`src/rtl/ptr_agu_pkg.sv`:
```
package ptr_agu_pkg;

    typedef enum logic [1:0] {
        AM_PLAIN   = 2'd0,
        AM_POSTINC = 2'd1,
        AM_PREDEC  = 2'd2,
        AM_DISP    = 2'd3
    } addr_mode_e;

    typedef enum logic [1:0] {
        RG_FILE = 2'd0,
        RG_IO   = 2'd1,
        RG_SRAM = 2'd2
    } region_e;

    typedef enum logic {
        ST_IDLE = 1'b0,
        ST_XFER = 1'b1
    } seq_state_e;

endpackage

```
`src/rtl/ptr_gpr_file.sv`:
```
module ptr_gpr_file #(
    parameter int DW   = 8,
    parameter int NREG = 32,
    parameter int AW   = 2 * DW,
    parameter int SW   = $clog2(NREG)
) (
    input  logic                 clk,
    input  logic                 rst_n,
    input  logic [SW-1:0]        rsel_a,
    output logic [DW-1:0]        rdata_a,
    input  logic [SW-1:0]        rsel_b,
    output logic [DW-1:0]        rdata_b,
    input  logic [SW-1:0]        rsel_c,
    output logic [DW-1:0]        rdata_c,
    input  logic                 ext_we,
    input  logic [SW-1:0]        ext_sel,
    input  logic [DW-1:0]        ext_data,
    input  logic                 pair_we,
    input  logic [1:0]           pair_idx,
    input  logic [AW-1:0]        pair_val,
    input  logic                 mem_we,
    input  logic [SW-1:0]        mem_sel,
    input  logic [DW-1:0]        mem_data,
    output logic [2:0][AW-1:0]   ptrs
);
    localparam int PAIR_BASE = NREG - 6;

    logic [DW-1:0] regs [NREG];
    logic [SW-1:0] pair_lo;
    logic [SW-1:0] pair_hi;

    assign pair_lo = SW'(PAIR_BASE) + SW'({pair_idx, 1'b0});
    assign pair_hi = pair_lo | SW'(1);

    assign rdata_a = regs[rsel_a];
    assign rdata_b = regs[rsel_b];
    assign rdata_c = regs[rsel_c];

    // Access data first, then pointer update, then the external port.
    always_ff @(posedge clk or negedge rst_n) begin
        if (!rst_n) begin
            for (int i = 0; i < NREG; i++) regs[i] <= '0;
        end else begin
            for (int i = 0; i < NREG; i++) begin
                if (mem_we && mem_sel == SW'(i))
                    regs[i] <= mem_data;
                else if (pair_we && pair_lo == SW'(i))
                    regs[i] <= pair_val[DW-1:0];
                else if (pair_we && pair_hi == SW'(i))
                    regs[i] <= pair_val[AW-1:DW];
                else if (ext_we && ext_sel == SW'(i))
                    regs[i] <= ext_data;
            end
        end
    end

    for (genvar p = 0; p < 3; p++) begin : g_ptr
        assign ptrs[p] = {regs[PAIR_BASE + 2*p + 1], regs[PAIR_BASE + 2*p]};
    end

endmodule

```
`src/rtl/ptr_addr_gen.sv`:
```
module ptr_addr_gen
    import ptr_agu_pkg::*;
#(
    parameter int AW   = 16,
    parameter int QW   = 6,
    parameter int NREG = 32,
    parameter int NIO  = 64
) (
    input  logic [2:0][AW-1:0] ptrs,
    input  logic [1:0]         ptr_sel,
    input  addr_mode_e         mode,
    input  logic [QW-1:0]      disp,
    input  logic               prog,
    output logic [AW-1:0]      ea,
    output logic               wb_en,
    output logic [1:0]         wb_pair,
    output logic [AW-1:0]      wb_val,
    output region_e            region
);
    localparam logic [AW-1:0] IO_LO   = AW'(NREG);
    localparam logic [AW-1:0] SRAM_LO = AW'(NREG + NIO);

    logic [AW-1:0] base;

    always_comb begin
        wb_pair = (ptr_sel == 2'd0) ? 2'd0 : (ptr_sel == 2'd1) ? 2'd1 : 2'd2;
        base    = ptrs[wb_pair];
        ea      = base;
        wb_val  = base;
        wb_en   = 1'b0;
        if (prog) begin
            ea = ptrs[2];
        end else begin
            unique case (mode)
                AM_PLAIN: ;
                AM_POSTINC: begin
                    wb_val = base + AW'(1);
                    wb_en  = 1'b1;
                end
                AM_PREDEC: begin
                    wb_val = base - AW'(1);
                    ea     = wb_val;
                    wb_en  = 1'b1;
                end
                AM_DISP: begin
                    if (wb_pair != 2'd0) ea = base + AW'(disp);
                end
            endcase
        end
    end

    always_comb begin
        if (ea < IO_LO)        region = RG_FILE;
        else if (ea < SRAM_LO) region = RG_IO;
        else                   region = RG_SRAM;
    end

endmodule

```
`src/rtl/ptr_regfile_agu.sv`:
```
module ptr_regfile_agu
    import ptr_agu_pkg::*;
#(
    parameter int DW   = 8,
    parameter int NREG = 32,
    parameter int AW   = 16,
    parameter int QW   = 6,
    parameter int NIO  = 64,
    localparam int SW  = $clog2(NREG),
    localparam int IOW = $clog2(NIO)
) (
    input  logic            clk,
    input  logic            rst_n,
    input  logic [SW-1:0]   rd_a_sel,
    output logic [DW-1:0]   rd_a_data,
    input  logic [SW-1:0]   rd_b_sel,
    output logic [DW-1:0]   rd_b_data,
    input  logic            wr_en,
    input  logic [SW-1:0]   wr_sel,
    input  logic [DW-1:0]   wr_data,
    input  logic            acc_start,
    input  logic [1:0]      acc_kind,
    input  logic [1:0]      acc_ptr,
    input  logic [1:0]      acc_mode,
    input  logic [QW-1:0]   acc_disp,
    input  logic [SW-1:0]   acc_reg,
    output logic            busy,
    output logic [AW-1:0]   mem_addr,
    output logic [DW-1:0]   mem_wdata,
    output logic            io_re,
    output logic            io_we,
    output logic [IOW-1:0]  io_addr,
    input  logic [DW-1:0]   io_rdata,
    output logic            sram_re,
    output logic            sram_we,
    input  logic [DW-1:0]   sram_rdata,
    output logic            pm_re,
    input  logic [DW-1:0]   pm_rdata
);
    seq_state_e state_q, state_d;

    logic [2:0][AW-1:0] ptrs;
    logic [AW-1:0]      ptr_z;
    logic [AW-1:0]      ea_c, wb_val_c;
    logic               wb_en_c;
    logic [1:0]         wb_pair_c;
    region_e            region_c;
    logic               prog_c;

    logic               prog_q, store_q, wb_en_q;
    logic [SW-1:0]      reg_q;
    logic [AW-1:0]      ea_q, wb_val_q;
    logic [1:0]         wb_pair_q;
    region_e            region_q;

    logic [SW-1:0]      rsel_c;
    logic [DW-1:0]      rdata_c;
    logic               rf_we;
    logic [SW-1:0]      rf_sel;
    logic [DW-1:0]      rf_data;
    logic               accept;

    assign prog_c = acc_kind[1];
    assign accept = (state_q == ST_IDLE) && acc_start;
    assign ptr_z  = ptrs[2];
    assign rsel_c = store_q ? reg_q : ea_q[SW-1:0];

    ptr_addr_gen #(.AW(AW), .QW(QW), .NREG(NREG), .NIO(NIO)) u_agu (
        .ptrs    (ptrs),
        .ptr_sel (acc_ptr),
        .mode    (addr_mode_e'(acc_mode)),
        .disp    (acc_disp),
        .prog    (prog_c),
        .ea      (ea_c),
        .wb_en   (wb_en_c),
        .wb_pair (wb_pair_c),
        .wb_val  (wb_val_c),
        .region  (region_c)
    );

    ptr_gpr_file #(.DW(DW), .NREG(NREG), .AW(AW)) u_file (
        .clk      (clk),
        .rst_n    (rst_n),
        .rsel_a   (rd_a_sel),
        .rdata_a  (rd_a_data),
        .rsel_b   (rd_b_sel),
        .rdata_b  (rd_b_data),
        .rsel_c   (rsel_c),
        .rdata_c  (rdata_c),
        .ext_we   (wr_en),
        .ext_sel  (wr_sel),
        .ext_data (wr_data),
        .pair_we  (wb_en_q && state_q == ST_XFER),
        .pair_idx (wb_pair_q),
        .pair_val (wb_val_q),
        .mem_we   (rf_we),
        .mem_sel  (rf_sel),
        .mem_data (rf_data),
        .ptrs     (ptrs)
    );

    // State register
    always_ff @(posedge clk or negedge rst_n) begin
        if (!rst_n) state_q <= ST_IDLE;
        else        state_q <= state_d;
    end

    always_comb begin
        unique case (state_q)
            ST_IDLE: state_d = acc_start ? ST_XFER : ST_IDLE;
            ST_XFER: state_d = ST_IDLE;
        endcase
    end

    // Request capture on accept
    always_ff @(posedge clk or negedge rst_n) begin
        if (!rst_n) begin
            prog_q    <= 1'b0;
            store_q   <= 1'b0;
            wb_en_q   <= 1'b0;
            reg_q     <= '0;
            ea_q      <= '0;
            wb_val_q  <= '0;
            wb_pair_q <= '0;
            region_q  <= RG_FILE;
        end else if (accept) begin
            prog_q    <= prog_c;
            store_q   <= (acc_kind == 2'd1);
            wb_en_q   <= wb_en_c && !prog_c;
            reg_q     <= acc_reg;
            ea_q      <= ea_c;
            wb_val_q  <= wb_val_c;
            wb_pair_q <= wb_pair_c;
            region_q  <= region_c;
        end
    end

    // Outputs
    always_comb begin
        busy      = 1'b0;
        mem_addr  = '0;
        mem_wdata = '0;
        io_re     = 1'b0;
        io_we     = 1'b0;
        io_addr   = '0;
        sram_re   = 1'b0;
        sram_we   = 1'b0;
        pm_re     = 1'b0;
        rf_we     = 1'b0;
        rf_sel    = '0;
        rf_data   = '0;
        unique case (state_q)
            ST_IDLE: ;
            ST_XFER: begin
                busy     = 1'b1;
                mem_addr = ea_q;
                io_addr  = IOW'(ea_q - AW'(NREG));
                if (prog_q) begin
                    pm_re   = 1'b1;
                    rf_we   = 1'b1;
                    rf_data = pm_rdata;
                end else if (store_q) begin
                    mem_wdata = rdata_c;
                    unique case (region_q)
                        RG_FILE: begin
                            rf_we   = 1'b1;
                            rf_sel  = ea_q[SW-1:0];
                            rf_data = rdata_c;
                        end
                        RG_IO:   io_we   = 1'b1;
                        default: sram_we = 1'b1;
                    endcase
                end else begin
                    rf_we  = 1'b1;
                    rf_sel = reg_q;
                    unique case (region_q)
                        RG_FILE: rf_data = rdata_c;
                        RG_IO: begin
                            io_re   = 1'b1;
                            rf_data = io_rdata;
                        end
                        default: begin
                            sram_re = 1'b1;
                            rf_data = sram_rdata;
                        end
                    endcase
                end
            end
        endcase
    end

endmodule

```
`config.mk`:
```
export PLATFORM = sky130hd
export DESIGN_NAME = ptr_regfile_agu
export DESIGN_NICKNAME = d
export VERILOG_FILES = /design/src/rtl/ptr_agu_pkg.sv /design/src/rtl/ptr_gpr_file.sv /design/src/rtl/ptr_addr_gen.sv /design/src/rtl/ptr_regfile_agu.sv
export SDC_FILE = /design/constraint.sdc
export NUM_CORES = 1
export LEC_CHECK = 0
export BUFFER_PORTS_ARGS = -buffer_cell sky130_fd_sc_hd__buf_2
export CORE_MARGIN = 2
export CORE_UTILIZATION = 50
export CTS_BUF_LIST = sky130_fd_sc_hd__clkbuf_2 sky130_fd_sc_hd__clkbuf_4 sky130_fd_sc_hd__clkbuf_8
export CTS_CLUSTER_DIAMETER = 120
export CTS_CLUSTER_SIZE = 24
export DETAILED_ROUTE_END_ITERATION = 7
export PLACE_DENSITY = 0.67
export SYNTH_ARGS = -nofsm -noshare
export SYNTH_HDL_FRONTEND = slang
export SYNTH_HIERARCHICAL = 1
export SYNTH_SLANG_ARGS = --single-unit
export TNS_END_PERCENT = 1
```
`constraint.sdc`:
```
create_clock -name clk -period 5.85 [get_ports clk]
set_input_delay 0.585 -clock clk [delete_from_list [all_inputs] [get_ports clk]]
set_output_delay 0.585 -clock clk [all_outputs]
set_load 0.03 [all_outputs]
```
==> results.tsv <==
metric	value	unit
status	finished, final reports clean	
Synth area leaders	dfrtp_1, mux4_2, mux2i_1	
cells after synthesis	2294	
commonest non-fill, non-tap cells in the layout	dfrtp_1, nand2_1, mux2i_1	
most common cell after layout, fill and taps aside	dfrtp_1	
Horiz. Die Dim	224	um
Yosys cell types	88	
Setup TNS	0	ps
Post-synth ARST share	100	%
GR Util All Layers	36.8	%
routed len/inst	33.0	um
vias in the first global route	18800	
Worst Hold Path EP	reg_q[3]$_DFFE_PN0P_	
Hold Path Cell Cnt	2	
synthesized area per cell	10.6	um2
Layout area overhead	2.68	%
Clock Skew	28.6	ps
EDFF count, synth	0	
final core utilization	52.1	%
Syn Nets	2374	
Clk Latency, worst-skew pair	640	ps
die area	50200	um2
Buf/Inv on CP	2	
Top FF cell, synth	dfrtp_1	
Setup crit start kind	flop	
DRC Markers	0	
Max-Cap Viols	0	
critical-path maximum fanout	6	
Final Critical Period	4710	ps
post_cts resized	0	
delay-heaviest family, CP	compound AO/OA/AOI/OAI gates	
H-tree depth	1	
worst r2r dst	region_q[1]$_DFFE_PN0P_	
CP cell instances	mux2i_1 -> o21a_1 -> inv_1 -> ha_1 -> fa_1 -> a211oi_1 -> nor2_1 -> o31ai_1 -> buf_4 -> nor4_1 -> a2111oi_2 -> a2bb2oi_1 -> or4_1 -> or3b_1 -> mux2_4	
maximum VDD drop	0.212	mV
DRT Pass-1 Iters	6	
dpl hpwl	65.2	mm
worst path required time	6370	ps
CP endpoint kind	flop	
Final Hold Violating Endpoints	0	
Root Driver	clkbuf_8	
Pleak	10.7	nW
number of cell rows	80	
pwr dens	365	nW/um2
global-route wire length before repair	134	mm
RSZ-0062 raised after global routing	false	
Slew headroom	6.20	%
Synth area leader	dfrtp_1	
largest net degree at the start of global routing	162	
Seq/Total Area, Yosys	31.1	%
register-to-register setup slack	1140	ps
Die Height	224	um
via count	20200	
TritonCTS clock tree	done	
drt total wl	92.6	mm
TritonCTS Buffers	16	
GP Congestion	0.997	
IO Count	120	
fmax	0.212	GHz
Synth top area share	31.1	%
Crit-path slowest cell	o31ai_1	
post-detailed-route count of antenna-violating nets	0	
Nets	2269	
placeable core area	47700	um2
Hold Crit Class	input port to flop	
Slew Viols, Final	0	
CTS clk-pin slew, worst paths	160	ps
Critical Path AT	5230	ps
Iter 0 DRT Violations	3590	
Synth warnings	6	
initial antenna violation count	10	
starting density of the core	50.7	%
reg-to-reg critical path startpoint	u_file/ptrs[0]$_DFFE_PN0P_	
GR Overflow Total	0	
CP max stage delay	540	ps
vias per std cell	7.21	
crit path kind	flop to flop	
Worst Tran Pin Value	1400	ps
final setup fails	0	
crit share post-route	80.5	%
Netlist Area Pre-Place	24200	um2
R2R depth	15	
HP Start	acc_reg[3]	
CTS sink cnt	301	
Clock Path Buffers	3	
share of cells above drive strength 1	26.3	%
Port Buffer Count	119	
FF+latch count, synth	301	
==> synthesized netlist by cell type, types with 7 or more instances <==
| cell type | n |
|---|---|
| dfrtp_1 | 301 |
| nand2_1 | 269 |
| mux2i_1 | 261 |
| mux4_2 | 240 |
| o21ai_0 | 200 |
| nor2_1 | 149 |
| clkbuf_1 | 142 |
| a21oi_1 | 127 |
| mux2_2 | 106 |
| buf_4 | 73 |
| buf_1 | 26 |
| nand3_1 | 26 |
| and2_1 | 25 |
| and3_1 | 20 |
| buf_2 | 19 |
| a31oi_1 | 18 |
| inv_1 | 15 |
| buf_6 | 14 |
| a22oi_1 | 13 |
| mux2_4 | 13 |
| nor4_1 | 13 |
| o21a_1 | 13 |
| o31ai_1 | 12 |
| ha_1 | 11 |
| nand2b_1 | 10 |
| nor3_1 | 10 |
| nand4_1 | 9 |
| nor2b_1 | 9 |
| o22ai_1 | 9 |
| nor2_2 | 7 |
| xnor2_1 | 7 |
==> per-stage QoR <==
step | std cells | cell area, um2 | setup WS, ps | hold slack [ps] | total power [mW]
after floorplan | 2294 | 24200 | 1330 | 289 | 6.36
after global placement | 2785 | 24600 | 927 | 499 | 7.75
after detailed placement | 2785 | 24600 | 873 | 519 | 7.86
after CTS | 2805 | 24900 | 1210 | 159 | 8.87
after global routing | 2806 | 24900 | 950 | 167 | 9.35
final | 2806 | 24900 | 1140 | 170 | 9.07
==> final cells by class <==
class                      instances  area [um2]
fill                            4263       22900
multi-input combinational       1697       15300
sequential                       301        7530
timing repair buffer             152         961
tap                              615         769
clock buffer                      18         241
inverter                          21        78.8
clock inverter                     1        11.3
antenna                            1        2.50
==> kinds of logic after synthesis <==
group | count (synthesis) | synth area share [%]
AO/OA/AOI/OAI | 456 | 11.0
XOR/XNOR | 10 | 0.362
adder cells (fa/ha/maj) | 12 | 0.651
buffers and inverters | 296 | 6.26
flip-flops | 301 | 31.1
multiplexers | 621 | 38.9
AND/OR/NAND/NOR | 598 | 11.6
==> power by group <==
group	total (mW)	internal [mW]	switching, mW
Sequential	3.54	2.66	0.878
Combinational	4.51	2.02	2.49
Clock	1.02	0.277	0.744
Total	9.07	4.96	4.11
==> timing repair <==
action / in CTS / in global routing
setup endpoints to repair: 0 / 0
hold buffers: 1 / 0
hold endpoints to repair: 77 / 0
setup buffers: 0 / 0
==> worst max path at each step <==
stage	startpoint	to	slack, ps	cells past startpoint
6_report	u_file/ptrs[0]$_DFFE_PN0P_	region_q[1]$_DFFE_PN0P_	1140	15
5_1_grt	u_file/ptrs[0]$_DFFE_PN0P_	region_q[1]$_DFFE_PN0P_	950	15
4_1_cts	u_file/ptrs[0]$_DFFE_PN0P_	region_q[1]$_DFFE_PN0P_	1210	15
3_5_place_dp	acc_ptr[0]	region_q[1]$_DFFE_PN0P_	870	16
3_3_place_gp	acc_ptr[0]	region_q[1]$_DFFE_PN0P_	930	16
2_1_floorplan	acc_ptr[0]	region_q[1]$_DFFE_PN0P_	1330	15
==> registers in the layout, indices dropped and copies added, names as in the netlist <==
name and flops:
region_q 2, prog_q 1, store_q 1, wb_en_q 1
wb_val_q 16, ea_q 16, wb_pair_q 2, u_file/ptrs 48
u_file/regs 208, state_q 1, reg_q 5
==> metal layers <==
layer | wire length (um) | up-vias | global-route usage (%)
li1 | - | 8332 | -
met1 | 36300 | 10200 | 52.6
met3 | 12400 | 202 | 10.9
met5 | 60 | - | 0
met4 | 4130 | 10 | 14.2
met2 | 39700 | 1475 | 52.8
(Power assumes the default switching activity.)
